## config.mk

```make
export PLATFORM = sky130hd
export DESIGN_NAME = charge_ledger
export DESIGN_NICKNAME = d
export VERILOG_FILES = /design/src/rtl/charge_ledger_pkg.sv /design/src/rtl/charge_ledger_ctrl.sv /design/src/rtl/charge_ledger_dp.sv /design/src/rtl/charge_ledger.sv
export SDC_FILE = /design/constraint.sdc
export NUM_CORES = 1
export LEC_CHECK = 0
export BUFFER_PORTS_ARGS = -buffer_cell sky130_fd_sc_hd__buf_4
export CAP_MARGIN = 20
export CORE_MARGIN = 2
export CORE_UTILIZATION = 52
export DETAILED_ROUTE_END_ITERATION = 7
export PLACE_DENSITY_LB_ADDON = 0.08
export SYNTH_ARGS = -nofsm -noshare
export SYNTH_HDL_FRONTEND = slang
export SYNTH_SLANG_ARGS = --single-unit
```

## constraint.sdc

```tcl
create_clock -name clk -period 5.87 [get_ports clk]
set_input_delay 0.8805 -clock clk [delete_from_list [all_inputs] [get_ports clk]]
set_output_delay 0.8805 -clock clk [all_outputs]
set_load 0.05 [all_outputs]
```

## src/rtl/charge_ledger_pkg.sv

```systemverilog
package charge_ledger_pkg;

  localparam logic [1:0] ADDR_NAC = 2'd0;
  localparam logic [1:0] ADDR_LMD = 2'd1;

  typedef struct packed {
    logic incNac;
    logic decNac;
    logic incDcr;
    logic learn;
    logic wrNac;
    logic wrLmd;
  } ledgerCmd_t;

  // Efficiency factor in hundredths from temperature step and rate regime.
  function automatic logic [6:0] chargeFactor(input logic [3:0] code, input logic fast);
    logic [6:0] f;
    if (code <= 4'd6)      f = fast ? 7'd95 : 7'd80;
    else if (code <= 4'd8) f = fast ? 7'd90 : 7'd75;
    else                   f = fast ? 7'd85 : 7'd70;
    return f;
  endfunction

endpackage

```

## src/rtl/charge_ledger_ctrl.sv

```systemverilog
module charge_ledger_ctrl
  import charge_ledger_pkg::*;
#(
  parameter int VALID_CHG = 256,
  parameter int SD_LIMIT  = 4096,
  parameter int RATE_MIN  = 2
) (
  input  logic       clk,
  input  logic       rstN,
  input  logic       chgStrobe,
  input  logic       dchgStrobe,
  input  logic       selfStrobe,
  input  logic       rateTick,
  input  logic [3:0] tempCode,
  input  logic       edvLevel,
  input  logic       hostWe,
  input  logic [1:0] hostAddr,
  input  logic       atFull,
  input  logic       nacZero,
  output ledgerCmd_t cmd,
  output logic       vdq,
  output logic       fastChg,
  output logic       edvFlag
);
  localparam int RUN_W = $clog2(VALID_CHG + 1);
  localparam int SD_W  = $clog2(SD_LIMIT + 1);
  localparam int WIN_W = $clog2(RATE_MIN + 1) + 1;

  logic             evDchg, evChg, evSelf;
  logic             chargeActive;
  logic [6:0]       accFrac;
  logic [7:0]       accSum;
  logic             carry;
  logic [RUN_W-1:0] runCnt;
  logic [SD_W-1:0]  sdCnt;
  logic [WIN_W-1:0] winCnt, winEff;
  logic             validEvt, sdHit, coldEdv;

  // One event per cycle: discharge, then charge, then self-discharge.
  assign evDchg = dchgStrobe;
  assign evChg  = chgStrobe & ~dchgStrobe;
  assign evSelf = selfStrobe & ~dchgStrobe & ~chgStrobe;

  assign accSum = {1'b0, accFrac} + {1'b0, chargeFactor(tempCode, fastChg | ~chargeActive)};
  assign carry  = accSum >= 8'd100;

  assign validEvt = evChg & carry & (runCnt == RUN_W'(VALID_CHG - 1));
  assign sdHit    = evSelf & ~atFull & (sdCnt == SD_W'(SD_LIMIT - 1));
  assign coldEdv  = edvLevel & ~edvFlag & (tempCode <= 4'd3);
  assign winEff   = winCnt + WIN_W'(evChg);

  always_comb begin
    cmd        = '0;
    cmd.incNac = evChg & carry;
    cmd.decNac = evDchg | evSelf;
    cmd.incDcr = evDchg | (evSelf & ~nacZero);
    cmd.learn  = validEvt & edvFlag & vdq;
    cmd.wrNac  = hostWe & (hostAddr == ADDR_NAC);
    cmd.wrLmd  = hostWe & (hostAddr == ADDR_LMD);
  end

  // Fractional accumulator for charge efficiency.
  always_ff @(posedge clk) begin
    if (!rstN)      accFrac <= '0;
    else if (evChg) accFrac <= carry ? 7'(accSum - 8'd100) : accSum[6:0];
  end

  // Charge session, rate window and fast/trickle regime.
  always_ff @(posedge clk) begin
    if (!rstN) begin
      chargeActive <= 1'b0;
      fastChg      <= 1'b1;
      winCnt       <= '0;
    end else begin
      if (evDchg)     chargeActive <= 1'b0;
      else if (evChg) chargeActive <= 1'b1;
      if (rateTick) begin
        winCnt <= '0;
        if (chargeActive | evChg) fastChg <= (winEff >= WIN_W'(RATE_MIN));
      end else begin
        if (evChg && winCnt < WIN_W'(RATE_MIN)) winCnt <= winCnt + 1'b1;
        if (evChg && !chargeActive) fastChg <= 1'b1;
      end
    end
  end

  // Weighted increments since the charge started.
  always_ff @(posedge clk) begin
    if (!rstN)                                           runCnt <= '0;
    else if (evDchg)                                     runCnt <= '0;
    else if (cmd.incNac && runCnt < RUN_W'(VALID_CHG))   runCnt <= runCnt + 1'b1;
  end

  // Self-discharge strobes since the battery was last full.
  always_ff @(posedge clk) begin
    if (!rstN)                                      sdCnt <= '0;
    else if (atFull)                                sdCnt <= '0;
    else if (evSelf && sdCnt < SD_W'(SD_LIMIT))     sdCnt <= sdCnt + 1'b1;
  end

  // Qualification and empty latch.
  always_ff @(posedge clk) begin
    if (!rstN) begin
      vdq     <= 1'b0;
      edvFlag <= 1'b0;
    end else begin
      if (evDchg && atFull)                 vdq <= 1'b1;
      else if (sdHit || validEvt || coldEdv) vdq <= 1'b0;
      if (validEvt)      edvFlag <= 1'b0;
      else if (edvLevel) edvFlag <= 1'b1;
    end
  end

  p_vdq_set_r4: assert property (@(posedge clk) disable iff (!rstN)
    (dchgStrobe && atFull) |=> vdq);
  p_fast_start_r8: assert property (@(posedge clk) disable iff (!rstN)
    (chgStrobe && !dchgStrobe && !chargeActive && !rateTick) |=> fastChg);
  p_learn_clears_r6: assert property (@(posedge clk) disable iff (!rstN)
    cmd.learn |=> (!vdq && !edvFlag));
  p_cold_edv_r5: assert property (@(posedge clk) disable iff (!rstN)
    (edvLevel && !edvFlag && tempCode <= 4'd3 && !(dchgStrobe && atFull)) |=> !vdq);
  p_one_event_r11: assert property (@(posedge clk) disable iff (!rstN)
    $countones({evDchg, evChg, evSelf}) <= 1);

endmodule

```

## src/rtl/charge_ledger_dp.sv

```systemverilog
module charge_ledger_dp
  import charge_ledger_pkg::*;
#(
  parameter int W = 16
) (
  input  logic         clk,
  input  logic         rstN,
  input  ledgerCmd_t   cmd,
  input  logic [W-1:0] fullCount,
  input  logic         presetFullN,
  input  logic [W-1:0] hostData,
  output logic [W-1:0] nac,
  output logic [W-1:0] dcr,
  output logic [W-1:0] lmd,
  output logic         atFull,
  output logic         nacZero
);
  localparam logic [W-1:0] CNT_MAX = '1;

  logic [W-1:0] dcrBase;

  assign atFull  = (nac == lmd);
  assign nacZero = (nac == '0);
  assign dcrBase = atFull ? '0 : dcr;

  always_ff @(posedge clk) begin
    if (!rstN)                         nac <= presetFullN ? '0 : fullCount;
    else if (cmd.wrNac)                nac <= hostData;
    else if (cmd.learn)                nac <= '0;
    else if (cmd.incNac && nac < lmd)  nac <= nac + 1'b1;
    else if (cmd.decNac && !nacZero)   nac <= nac - 1'b1;
  end

  always_ff @(posedge clk) begin
    if (!rstN)          lmd <= fullCount;
    else if (cmd.wrLmd) lmd <= hostData;
    else if (cmd.learn) lmd <= dcr;
  end

  always_ff @(posedge clk) begin
    if (!rstN)           dcr <= '0;
    else if (cmd.incDcr) dcr <= (dcrBase == CNT_MAX) ? CNT_MAX : dcrBase + 1'b1;
    else                 dcr <= dcrBase;
  end

  p_nac_cap_r1: assert property (@(posedge clk) disable iff (!rstN)
    (cmd.incNac && !cmd.wrNac && !cmd.learn && nac >= lmd) |=> $stable(nac));
  p_nac_floor_r1: assert property (@(posedge clk) disable iff (!rstN)
    (cmd.decNac && !cmd.wrNac && !cmd.learn && nacZero) |=> (nac == '0));
  p_dcr_stop_r3: assert property (@(posedge clk) disable iff (!rstN)
    (dcr == CNT_MAX && !atFull) |=> (dcr == CNT_MAX));
  p_dcr_clear_r3: assert property (@(posedge clk) disable iff (!rstN)
    (atFull && !cmd.incDcr) |=> (dcr == '0));

endmodule

```

## src/rtl/charge_ledger.sv

```systemverilog
module charge_ledger
  import charge_ledger_pkg::*;
#(
  parameter int W         = 16,
  parameter int VALID_CHG = 256,
  parameter int SD_LIMIT  = 4096,
  parameter int RATE_MIN  = 2
) (
  input  logic         clk,
  input  logic         rstN,
  input  logic         chgStrobe,
  input  logic         dchgStrobe,
  input  logic         selfStrobe,
  input  logic         rateTick,
  input  logic [3:0]   tempCode,
  input  logic         edvLevel,
  input  logic [W-1:0] fullCount,
  input  logic         presetFullN,
  input  logic         hostWe,
  input  logic [1:0]   hostAddr,
  input  logic [W-1:0] hostData,
  output logic [W-1:0] nac,
  output logic [W-1:0] dcr,
  output logic [W-1:0] lmd,
  output logic         validDischarge,
  output logic         fastCharge,
  output logic         emptyLatched
);
  ledgerCmd_t cmd;
  logic       atFull, nacZero;

  charge_ledger_ctrl #(
    .VALID_CHG(VALID_CHG), .SD_LIMIT(SD_LIMIT), .RATE_MIN(RATE_MIN)
  ) i_ctrl (
    .clk(clk), .rstN(rstN), .chgStrobe(chgStrobe), .dchgStrobe(dchgStrobe),
    .selfStrobe(selfStrobe), .rateTick(rateTick), .tempCode(tempCode),
    .edvLevel(edvLevel), .hostWe(hostWe), .hostAddr(hostAddr),
    .atFull(atFull), .nacZero(nacZero), .cmd(cmd), .vdq(validDischarge),
    .fastChg(fastCharge), .edvFlag(emptyLatched)
  );

  charge_ledger_dp #(.W(W)) i_dp (
    .clk(clk), .rstN(rstN), .cmd(cmd), .fullCount(fullCount),
    .presetFullN(presetFullN), .hostData(hostData), .nac(nac), .dcr(dcr),
    .lmd(lmd), .atFull(atFull), .nacZero(nacZero)
  );

endmodule

```

==> results of run 1 <==
## synth_stat cells (3+ instances only)
master / count / area (µm²)
a2111oi_2: 5 / 75.07
a211oi_1: 7 / 52.55
a21o_1: 15 / 112.6
a21oi_1: 55 / 275.3
a22oi_1: 16 / 120.1
and2_1: 9 / 56.30
and3_1: 9 / 56.30
and4_1: 4 / 35.03
clkbuf_1: 14 / 52.55
dfxtp_1: 52 / 1041
edfxtp_1: 32 / 960.9
ha_1: 46 / 575.6
inv_1: 39 / 146.4
mux2i_1: 22 / 220.2
nand2_1: 43 / 161.4
nand2b_1: 5 / 31.28
nand3_1: 17 / 85.08
nand4_1: 15 / 93.84
nor2_1: 64 / 240.2
nor2b_1: 4 / 25.02
nor3_1: 9 / 45.04
nor3b_1: 3 / 22.52
nor4_1: 8 / 50.05
o211ai_1: 6 / 45.04
o21a_1: 7 / 52.55
o21ai_0: 23 / 115.1
o21ai_1: 18 / 90.09
or3_1: 6 / 37.54
xnor2_1: 31 / 271.5
xor2_1: 13 / 113.9
## sequential cells by signal, summed over array words and instances, names as in the netlist
register             flops
i_ctrl.fastChg           1
i_ctrl.winCnt            3
i_ctrl.accFrac           7
i_dp.dcr                16
i_ctrl.sdCnt            13
i_ctrl.runCnt            9
i_ctrl.chargeActive      1
i_dp.nac                16
i_ctrl.edvFlag           1
i_ctrl.vdq               1
i_dp.lmd                16
## power by group through the flow
stage / Sequential (W) / Combinational, W / Clock (W)
3_3_place_gp: 0.000810 / 0.00125 / 0
6_report: 0.000799 / 0.00129 / 0.000401
4_1_cts: 0.000798 / 0.00128 / 0.000410
5_1_grt: 0.000810 / 0.00142 / 0.000429
3_5_place_dp: 0.000812 / 0.00128 / 0
2_1_floorplan: 0.000996 / 0.000758 / 0
## metal layers
layer  track usage  up-vias
met4        0.1300        0
met5             0        -
li1              -     2541
met2        0.4567      127
met1        0.3301     2400
met3       0.03885       36
## kinds of logic after synthesis
logic type / count (synthesis) / share of synthesized area
AOI/OAI and AO/OA: 180 / 0.2113
xor gates and xnor gates: 44 / 0.06771
adders and majority gates: 48 / 0.1082
buffers and inverters: 60 / 0.04331
DFF: 84 / 0.3517
muxes: 22 / 0.03869
and+or+nand+nor: 205 / 0.1792
## worst max-delay path: stages
cell      delay [ps]
buf_4            120
nor3_1           240
nand2_1          120
o21ai_0          120
xnor2_1          100
ha_1             230
fa_1             430
xor2_2           250
inv_1             90
ha_1             200
inv_1            100
a21oi_1           90
o211ai_1         230
o221ai_2         150
a21oi_2          210
nand2_2          160
ha_1             380
and3_1           210
a41oi_1          230
a32oi_1          180
o41a_1           400
xnor2_1          140
and3_1           190
o31ai_1          210
## through the flow
| step | worst slack, ps | instances |
|---|---|---|
| floorplan | 258.3 | 643 |
| global placement | 210.3 | 868 |
| detailed placement | -54.45 | 868 |
| CTS | 292.6 | 884 |
| global route | 7.283 | 884 |
| finish | 413.6 | 884 |
## layout make-up
class	instances	area, µm²	share of cell area
Clock buffer	12	155.1	0.02296
Timing Repair Buffer	106	795.8	0.1178
Inverter	39	146.4	0.02166
Clock inverter	4	30.03	0.004444
Sequential cell	84	2002	0.2962
Tap cell	140	175.2	0.02592
Multi-Input combinational cell	499	3453	0.5110
## repair_timing
action | in CTS | in global routing
gates resized for setup | 0 | 2
setup endpoints to repair | 0 | 3
endpoints found under the hold margin | 0 | 0
setup buffers | 0 | 0
## worst max-delay path by stage
stage | startpoint | to
4_1_cts | tempCode[2] | i_dp.nac[15]$_DFFE_PP_
2_1_floorplan | tempCode[2] | i_dp.nac[15]$_DFFE_PP_
3_3_place_gp | tempCode[2] | i_dp.nac[15]$_DFFE_PP_
5_1_grt | tempCode[2] | i_dp.nac[15]$_DFFE_PP_
3_5_place_dp | tempCode[2] | i_dp.nac[15]$_DFFE_PP_
6_report | tempCode[2] | i_dp.nac[15]$_DFFE_PP_
==> metrics.md, run 1 <==
| Metric | Value |
|---|---|
| Endpoint class of the critical path | register |
| Layout area overhead | 18.73% |
| CTS Root Buffer Type | clkbuf_8 |
| Wl on met1 | 6740 µm |
| Clock latency on the worst-skew pair | 360 ps |
| Worst Tran Pin Value | 678.2 ps |
| Top FF cell, synth | dfxtp_1 |
| Drt pass-1 iters | 5 |
| Worst-path fanout max | 7 |
| Syn nets | 738 |
| Post-synth EDFFs | 32 |
| Net Sw Frac | 0.4399 |
| GRT Util Overall | 0.2672 |
| Clk pin slew, worst setup/hold paths | 90 ps |
| Via density | 5.774 |
| Commonest non-fill, non-tap cell in the layout | buf_4 |
| R2R Path Start | i_ctrl.chargeActive$_SDFFE_PP0P_ |
| Clock sinks | 84 |
| Fin. Hold Viols | 0 |
| Initial antenna violation count | 0 |
| Min Hold Slack | 479.7 ps |
| Post-DR wirelength/cell | 17.16 µm |
| Largest net degree at the start of global routing | 51 |
| WHS Endpoint | i_ctrl.accFrac[0]$_SDFFE_PN0P_ |
| Core Util, Final | 0.6289 |
| Clock power frac | 0.161 |
| Initial DRC Count | 272 |
| Filler instances | 966 |
| Starting density of the core | 0.5297 |
| RSZ-0062 raised after global routing | false |
| Post-Synthesis Cell Area | 0.005692 mm² |
| Placed Area | 0.006563 mm² |
| Antenna diodes | 0 |
| Number of global-route vias before repair | 5,070 |
| Peak supply drop | 0.2671 mV |
| Die Width | 108.6 µm |
| Yosys reg bits | 84 |
| Comb power frac | 0.518 |
| Post-Synthesis Cells | 643 |
| Period utilization | 0.9295 |
| PwrDens | 368.2 mW/mm² |
| Cell-internal power | 0.001394 W |
| Slew headroom | 0.5479 |
| Final min period | 5456 ps |
| CTS tree | yes |
| Nets | 834 |
| Total of max-cap violations | 0 |
| Worst r2r dst | i_dp.nac[15]$_DFFE_PP_ |
| Total congestion overflow | 0 |
| Final setup vio count | 0 |
| Final Cell Area | 0.006758 mm² |
| # port buffers | 97 |
| Metal3 WL | 596 µm |
| Commonest cells after routing, fill and taps aside | 106 x buf_4, 64 x nor2_1, 55 x a21oi_1 |
| First-pass GRT wire length | 24,410 µm |
| Worst hold path type | register to register |
| Critical path class | primary input to register |
| HPWL Detailed | 11,650 µm |
| Clock skew after layout | 12.88 ps |
| Synth cell types | 68 |
| Flop-to-flop setup slack | 710 ps |
| Hold Path Origin | i_ctrl.accFrac[0]$_SDFFE_PN0P_ |
| Lkg Pwr | 2.898 nW |
| TritonCTS Buffers | 9 |
| Drc violations | 0 |
| Die area | 0.01180 mm² |
| Switching power | 0.001094 W |
| Sequential power share | 0.321 |
| Row cnt | 38 |
| WP data arrival | 5640 ps |
| Final wirelength | 15,170 µm |
| Total I/O pin count | 98 |
| Clock Tree Buf Depth | 2 |
| Req. time, crit path | 6050 ps |
| Setup crit start kind | primary input |
| H-tree depth | 3 |
| Worst R2R Path Depth | 23 |
| DR top layer | met4 |
| RD Place Congestion | 0.9000 |
| Seq/Total Area, Yosys | 0.3517 |
| Synth Area per Inst | 8.852 µm² |
| Ys async rst share | 0 |
| Hold Crit Depth | 2 |
| Met2 wire length | 7370 µm |
| Yosys warnings | 0 |
| Outcome | completed |
| Core footprint | 0.01075 mm² |
| Peak Freq | 183.3 MHz |
| Via count | 5,104 |
| Die height | 108.6 µm |
| Setup TNS | 0 ps |
| Max-slew violation count | 0 |
| Layout cell share with drive strength beyond 1 | 0.1882 |
| Hold buffers post-CTS | 0 |
| Pwr Total | 0.002488 W |
| Post-DRT Antenna Nets | 0 |
Power figures use the tool's default switching activity.
==> inputs of run 2 (changes only) <==
--- a/config.mk
+++ b/config.mk
@@ -5,6 +5,7 @@
 export SDC_FILE = /design/constraint.sdc
 export NUM_CORES = 1
 export LEC_CHECK = 0
+export ABC_AREA = 1
 export BUFFER_PORTS_ARGS = -buffer_cell sky130_fd_sc_hd__buf_4
 export CAP_MARGIN = 20
 export CORE_MARGIN = 2
==> run 2 against run 1 <==
Net effect:
- die area increased by 6.9%
- largest cell class unchanged
- global-route usage increased by 0.61 points
- total power increased by 13%
- critical endpoint is now i_dp.nac[14]$_DFFE_PP_
==> metrics.md, run 2 <==
| Metric | Value |
|---|---|
| Lkg Pwr | 3.305 nW (was 2.898 nW) |
| Pre-CTS WS | 258.2 ps (was -54.45 ps) |
| Most frequent cell after synthesis | nand2_1 (was nor2_1) |
| Setup TNS | 0 ps (unchanged) |
| M2 GR Usage | 0.4498 (was 0.4567) |
| GRT Util Overall | 0.2732 (was 0.2672) |
| Post_cts resized | 0 (unchanged) |
| Max-slew violation count | 0 (unchanged) |
| Fin worst setup slack | 580.6 ps (was 413.6 ps) |
| Comb power frac | 0.501 (was 0.518) |
| Sequential power share | 0.284 (was 0.321) |
| Hold Crit Depth | 2 (unchanged) |
| Share of the synthesized area in the top cell type | 0.1707 (was 0.1829) |
| Clock Tree Buf Depth | 2 (unchanged) |
| CP most frequent cell | nand2_1 (was ha_1) |
| Synth Area per Inst | 7.339 µm² (was 8.852 µm²) |
| Final wirelength | 16,770 µm (was 15,170 µm) |
| Post-DR wirelength/cell | 15.66 µm (was 17.16 µm) |
| Commonest non-fill, non-tap cell in the layout | nand2_1 (was buf_4) |
| Period utilization | 0.9011 (was 0.9295) |
| Core Util, Final | 0.6352 (was 0.6289) |
| Post-DRT Antenna Nets | 0 (unchanged) |
| Worst hold path type | register to register (unchanged) |
| TritonCTS Buffers | 9 (unchanged) |
| Critical path class | primary input to register (unchanged) |
| CTS tree | yes (unchanged) |
| Worst-path fanout max | 20 (was 7) |
| Die height | 112.3 µm (was 108.6 µm) |
| Antenna diodes | 0 (unchanged) |
| Initial antenna violation count | 0 (unchanged) |
| Layout cell share with drive strength beyond 1 | 0.1864 (was 0.1882) |
| Hold buffers post-CTS | 0 (unchanged) |
| Synth top area cells | dfxtp_1 17%, edfxtp_1 16%, nand2_1 10% (was dfxtp_1 18%, edfxtp_1 17%, ha_1 10%) |
| CTS Root Buffer Type | clkbuf_16 (was clkbuf_8) |
| GR Layer Usage met1 | 0.3740 (was 0.3301) |
| Number of global-route vias before repair | 5,660 (was 5,070) |
| Endpoint class of the critical path | register (unchanged) |
| Top FF cell, synth | dfxtp_1 (unchanged) |
| Post-Synthesis Cells | 831 (was 643) |
| Slowest-stage cell, CP | fa_1 (unchanged) |
| Ys async rst share | 0 (unchanged) |
| Via density | 5.451 (was 5.774) |
| # port buffers | 97 (unchanged) |
| Yosys warnings | 0 (unchanged) |
| Yosys reg bits | 84 (unchanged) |
| Die Width | 112.3 µm (was 108.6 µm) |
| Peak supply drop | 0.2734 mV (was 0.2671 mV) |
| HPWL Detailed | 12,820 µm (was 11,650 µm) |
| Largest net degree at the start of global routing | 45 (was 51) |
| Post-synth EDFFs | 32 (unchanged) |
| Outcome | completed (unchanged) |
| Clock sinks | 84 (unchanged) |
| Filler instances | 1,045 (was 966) |
| Worst R2R Path Depth | 29 (was 23) |
| WP data arrival | 5390 ps (was 5640 ps) |
| Drc violations | 0 (unchanged) |
| Busiest grt layer | met2 (unchanged) |
| Setup crit start kind | primary input (unchanged) |
| Die area | 0.01261 mm² (was 0.01180 mm²) |
| List of most frequent post-synthesis cells | 164 x nand2_1, 111 x inv_1, 90 x nor2_1, 59 x o21ai_0, 52 x dfxtp_1 (was 64 x nor2_1, 55 x a21oi_1, 52 x dfxtp_1, 46 x ha_1, 43 x nand2_1) |
| Req. time, crit path | 5980 ps (was 6050 ps) |
| Top flop regs | i_dp.dcr (16), i_dp.lmd (16), i_dp.nac (16) (unchanged) |
| Commonest cells after routing, fill and taps aside | 164 x nand2_1, 111 x inv_1, 100 x buf_4 (was 106 x buf_4, 64 x nor2_1, 55 x a21oi_1) |
| Final min period | 5289 ps (was 5456 ps) |
| Max incr delay on CP | 470 ps (was 430 ps) |
| Cell-internal power | 0.001582 W (was 0.001394 W) |
| Via count | 5,838 (was 5,104) |
| Drt pass-1 iters | 5 (unchanged) |
| Layout area overhead | 18.94% (was 18.73%) |
| RSZ-0062 raised after global routing | false (unchanged) |
| Total congestion overflow | 0 (unchanged) |
| Clock skew after layout | 7.648 ps (was 12.88 ps) |
| Met3 usage | 0.03834 (was 0.03885) |
| RD Place Congestion | 0.9427 (was 0.9000) |
| Syn nets | 926 (was 738) |
| Fin. Hold Viols | 0 (unchanged) |
| Post-CTS Setup Repair Bufs | 0 (unchanged) |
| Starting density of the core | 0.5341 (was 0.5297) |
| Peak Freq | 189.1 MHz (was 183.3 MHz) |
| PwrDens | 389.1 mW/mm² (was 368.2 mW/mm²) |
| Slew headroom | 0.3016 (was 0.5479) |
| Initial DRC Count | 422 (was 272) |
| Synth cell types | 53 (was 68) |
| Core footprint | 0.01142 mm² (was 0.01075 mm²) |
| Worst Tran Pin Value | 1044 ps (was 678.2 ps) |
| Final setup vio count | 0 (unchanged) |
| Clock latency on the worst-skew pair | 350 ps (was 360 ps) |
| Placed Area | 0.006939 mm² (was 0.006563 mm²) |
| Total of max-cap violations | 0 (unchanged) |
| Nets | 1,018 (was 834) |
| Seq/Total Area, Yosys | 0.3283 (was 0.3517) |
| Post-Synthesis Cell Area | 0.006098 mm² (was 0.005692 mm²) |
| Switching power | 0.001240 W (was 0.001094 W) |
| Net Sw Frac | 0.4394 (was 0.4399) |
| Row cnt | 39 (was 38) |
| Clk pin slew, worst setup/hold paths | 60 ps (was 90 ps) |
| Total I/O pin count | 98 (unchanged) |
| Clock power frac | 0.214 (was 0.161) |
| Synth area leader | dfxtp_1 (unchanged) |
| Pwr Total | 0.002822 W (was 0.002488 W) |
| H-tree depth | 3 (unchanged) |
| First-pass GRT wire length | 27,660 µm (was 24,410 µm) |
| Final Cell Area | 0.007253 mm² (was 0.006758 mm²) |
## run 2: metal layers
layer,part of all wire,routed length [µm]
met1,0.45,7476
met2,0.47,7905
met3,0.067,1120
met4,0.016,270
met5,0,0
## run 2: per-stage QoR
step           hold WS [ps]  instances
2_1_floorplan         434.4        831
3_3_place_gp          444.4       1055
3_5_place_dp          457.4       1055
4_1_cts               467.5       1071
5_1_grt               493.2       1071
6_report              469.5       1071
## run 2: cells by family after synthesis
kind of cell    Yosys count  synth area share
compound gates          157            0.1473
xor+xnor                 28           0.04145
flops                    84            0.3283
fa+ha+maj                48            0.1009
buf+inv                 135           0.08617
simple gates            379            0.2959
## run 2: worst paths after layout
kind	start	slack (ps)	end
worst min register to register	i_ctrl.runCnt[7]$_SDFFE_PP0P_	470	i_ctrl.runCnt[7]$_SDFFE_PP0P_
worst max-delay path	tempCode[2]	580	i_dp.nac[14]$_DFFE_PP_
worst min-delay path	i_ctrl.runCnt[7]$_SDFFE_PP0P_	470	i_ctrl.runCnt[7]$_SDFFE_PP0P_
worst max register to register	i_ctrl.fastChg$_SDFFE_PN1P_	1230	i_dp.nac[14]$_DFFE_PP_
## run 2: power by group through the flow
stage	combinational (W)	clock, W	sequential [W]
6_report	0.00142	0.000605	0.000802
5_1_grt	0.00158	0.000639	0.000812
4_1_cts	0.00140	0.000610	0.000799
3_5_place_dp	0.00139	0	0.000812
3_3_place_gp	0.00136	0	0.000809
2_1_floorplan	0.000870	0	0.00100
## run 2: critical path, delay by kind of cell
kind	cells	cell delay, ps
adder cells (fa/ha/maj)	4	1320
buffers and inverters	5	310
AO/OA/AOI/OAI	3	740
XOR/XNOR	1	170
AND/OR/NAND/NOR	17	1990
## run 2: final cells by class
class	instances	area (µm²)	area share
flip-flops and latches	84	2002	0.2760
well taps	143	178.9	0.02467
clock buffers	13	292.8	0.04037
inverters	116	436.7	0.06020
multi-input cells	612	3571	0.4923
clock inverters	3	21.27	0.002933
repair buffers	100	750.7	0.1035
==> inputs of run 3 (changes only) <==
--- a/config.mk
+++ b/config.mk
@@ -6,12 +6,13 @@
 export NUM_CORES = 1
 export LEC_CHECK = 0
 export ABC_AREA = 1
-export BUFFER_PORTS_ARGS = -buffer_cell sky130_fd_sc_hd__buf_4
 export CAP_MARGIN = 20
 export CORE_MARGIN = 2
-export CORE_UTILIZATION = 52
+export CORE_UTILIZATION = 59
 export DETAILED_ROUTE_END_ITERATION = 7
+export DONT_BUFFER_PORTS = 1
 export PLACE_DENSITY_LB_ADDON = 0.08
+export RECOVER_POWER = 25
 export SYNTH_ARGS = -nofsm -noshare
 export SYNTH_HDL_FRONTEND = slang
 export SYNTH_SLANG_ARGS = --single-unit
==> constraint.sdc (replaced) <==
create_clock -name clk -period 4.6 [get_ports clk]
set_input_delay 0.69 -clock clk [delete_from_list [all_inputs] [get_ports clk]]
set_output_delay 0.69 -clock clk [all_outputs]
set_load 0.05 [all_outputs]
==> run 3 against run 2 <==
Net effect:
- setup slack worse by 340 ps
- combinational power is 24% higher
- final area shrank 8.2%
- first-iteration DRC count increased by 24%
- register-to-register slack got worse by 950 ps
- via count fell by 2.3%
- total power grew 21%
- count of clock-buffer cells in the layout down 4
- sequential power rose by 42%
- critical path type unchanged
==> metrics.md, run 3 (synthesis results as in run 2) <==
| Metric | Value |
|---|---|
| Outcome | completed (unchanged) |
| Fin. Hold Viols | 0 (unchanged) |
| Initial DRC Count | 523 (was 422) |
| Critical path depth | 29 (was 30) |
| Top flop regs | i_dp.dcr (16), i_dp.lmd (16), i_dp.nac (16) (unchanged) |
| WP data arrival | 4480 ps (was 5390 ps) |
| PwrDens | 511.8 mW/mm² (was 389.1 mW/mm²) |
| CTS Root Buffer Type | clkbuf_8 (was clkbuf_16) |
| Die Width | 105.7 µm (was 112.3 µm) |
| Worst r2r dst | i_dp.nac[14]$_DFFE_PP_ (unchanged) |
| Layout cell share with drive strength beyond 1 | 0.1266 (was 0.1864) |
| TritonCTS Buffers | 9 (unchanged) |
| Post-DR wirelength/cell | 16.85 µm (was 15.66 µm) |
| CP most frequent cell | nand2_1 (unchanged) |
| Lkg Pwr | 2.873 nW (was 3.305 nW) |
| Clock skew after layout | 14.02 ps (was 7.648 ps) |
| Die area | 0.01117 mm² (was 0.01261 mm²) |
| Worst Tran Pin Value | 1075 ps (was 1044 ps) |
| Pre-CTS WS | -144.9 ps (was 258.2 ps) |
| Max incr delay on CP | 420 ps (was 470 ps) |
| Largest net degree at the start of global routing | 45 (unchanged) |
| H-tree depth | 3 (unchanged) |
| Min Hold Slack | 424.1 ps (was 469.5 ps) |
| Final wirelength | 16,800 µm (was 16,770 µm) |
| Total of max-cap violations | 0 (unchanged) |
| Final min period | 4357 ps |
| Row cnt | 37 (was 39) |
| Commonest cells after routing, fill and taps aside | 163 x nand2_1, 111 x inv_1, 89 x nor2_1 (was 164 x nand2_1, 111 x inv_1, 100 x buf_4) |
| Slowest-stage cell, CP | fa_2 (was fa_1) |
| End point of the critical path | i_dp.nac[14]$_DFFE_PP_ (unchanged) |
| Commonest non-fill, non-tap cell in the layout | nand2_1 (unchanged) |
| Initial antenna violation count | 0 (unchanged) |
| Drt pass-1 iters | 5 (unchanged) |
| Peak Freq | 229.5 MHz |
| Clock Tree Buf Depth | 2 (unchanged) |
| Period utilization | 0.9471 |
| Setup crit start kind | primary input (unchanged) |
| Max-slew violation count | 0 (unchanged) |
| RD Place Congestion | 1.003 (was 0.9427) |
| Hold buffers post-CTS | 0 (unchanged) |
| Origin of the worst setup path | tempCode[0] (was tempCode[2]) |
| Peak supply drop | 0.2708 mV (was 0.2734 mV) |
| # port buffers | 0 (was 97) |
| Endpoint class of the critical path | register (unchanged) |
| Critical path class | primary input to register (unchanged) |
| Setup TNS | 0 ps (unchanged) |
| Worst R2R Path Depth | 22 (was 29) |
| Drc violations | 0 (unchanged) |
| Clk pin slew, worst setup/hold paths | 100 ps (was 60 ps) |
| Total congestion overflow | 0 (unchanged) |
| Layout area overhead | 9.171% (was 18.94%) |
| Fin worst setup slack | 243.1 ps (was 580.6 ps) |
| Dpl cells | 978 (was 1,055) |
| Number of global-route vias before repair | 5,231 (was 5,660) |
| Flop-to-flop setup slack | 280 ps (was 1230 ps) |
| HPWL Detailed | 12,710 µm (was 12,820 µm) |
| RSZ-0062 raised after global routing | false (unchanged) |
| Worst-path fanout max | 8 (was 20) |
| CTS tree | yes (unchanged) |
| Core footprint | 0.01018 mm² (was 0.01142 mm²) |
| Post-DRT Antenna Nets | 0 (unchanged) |
| Largest delay share family, worst path | simple AND/OR/NAND/NOR gates (unchanged) |
| Antenna diodes | 0 (unchanged) |
| Worst hold path type | primary input to register (was register to register) |
| Req. time, crit path | 4720 ps (was 5980 ps) |
| R2R Path Start | i_dp.nac[15]$_DFFE_PP_ (was i_ctrl.fastChg$_SDFFE_PN1P_) |
| Via count | 5,703 (was 5,838) |
| Total I/O pin count | 98 (unchanged) |
| Starting density of the core | 0.5988 (was 0.5341) |
| GRT Util Overall | 0.2980 (was 0.2732) |
| Die height | 105.7 µm (was 112.3 µm) |
| Bufs and invs on worst path | 4 (was 5) |
| Via density | 5.720 (was 5.451) |
| Slew headroom | 0.2806 (was 0.3016) |
| Pwr Total | 0.003407 W (was 0.002822 W) |
| First-pass GRT wire length | 26,080 µm (was 27,660 µm) |
| Nets | 951 (was 1,018) |
| Final setup vio count | 0 (unchanged) |
| Post-Layout Cell Count | 997 (was 1,071) |
| Clock sinks | 84 (unchanged) |
| Clock latency on the worst-skew pair | 370 ps (was 350 ps) |
==> run 3: cell types whose count changed in the layout (fill, tap and decap cells not counted), moves of 5 or more <==
cell / before / now
buf_4: 100 / 23
clkbuf_16: 11 / 0
clkbuf_8: 1 / 9
clkbuf_1: 1 / 8
ha_1: 46 / 41
==> run 3: worst register-to-register path: cells and delay by family, from the launching register on <==
| kind | cells | cell delay (ps) |
|---|---|---|
| fa+ha+maj | 2 | 820 |
| compound gates | 3 | 360 |
| flops | 1 | 340 |
| simple gates | 15 | 1870 |
| buf+inv | 2 | 710 |
==> run 3: power breakdown <==
part	switching, W	leakage (nW)	total (W)	internal, W
registers	0.000245	0.755	0.00114	0.000894
clock network	0.000308	0.0907	0.000511	0.000203
logic	0.00107	2.03	0.00176	0.000684
==> run 3: stage by stage <==
stage	util	cell area (µm²)
after floorplan	-	6118
after detailed placement	0.6321	6437
after global routing	0.6537	6658
final	0.6537	6658
after global placement	0.6321	6437
after CTS	0.6499	6619
==> run 3: worst min-delay path by stage <==
stage	from	endpoint	slack, ps	cells after the start
after floorplan	i_ctrl.sdCnt[10]$_SDFFE_PP0P_	i_ctrl.sdCnt[10]$_SDFFE_PP0P_	430	2
after global placement	i_ctrl.sdCnt[10]$_SDFFE_PP0P_	i_ctrl.sdCnt[10]$_SDFFE_PP0P_	440	2
after detailed placement	i_ctrl.sdCnt[10]$_SDFFE_PP0P_	i_ctrl.sdCnt[10]$_SDFFE_PP0P_	460	2
after CTS	rstN	i_ctrl.fastChg$_SDFFE_PN1P_	410	1
after global routing	rstN	i_ctrl.fastChg$_SDFFE_PN1P_	420	1
final	rstN	i_ctrl.fastChg$_SDFFE_PN1P_	420	1
==> run 3: layout make-up <==
| type | count | area, µm² |
|---|---|---|
| flip-flops and latches | 84 | 2002 |
| multi-input cells | 613 | 3645 |
| clock buffers | 9 | 123.9 |
| clock inverters | 7 | 57.56 |
| inverters | 116 | 436.7 |
| well taps | 136 | 170.2 |
| fillers | 919 | 3527 |
| repair buffers | 32 | 222.7 |
==> run 3: timing repair <==
action	CTS	global route
buffers inserted	0	2
endpoints found under the setup margin	0	5
resized for setup	0	7
==> run 3: metal layers <==
layer  track usage  vias up  part of all wire
li1              -     2803                 -
met1        0.3986     2628              0.43
met2        0.4705      247              0.46
met3       0.09276       25             0.099
met4       0.07519        0             0.016
met5             0        -                 0
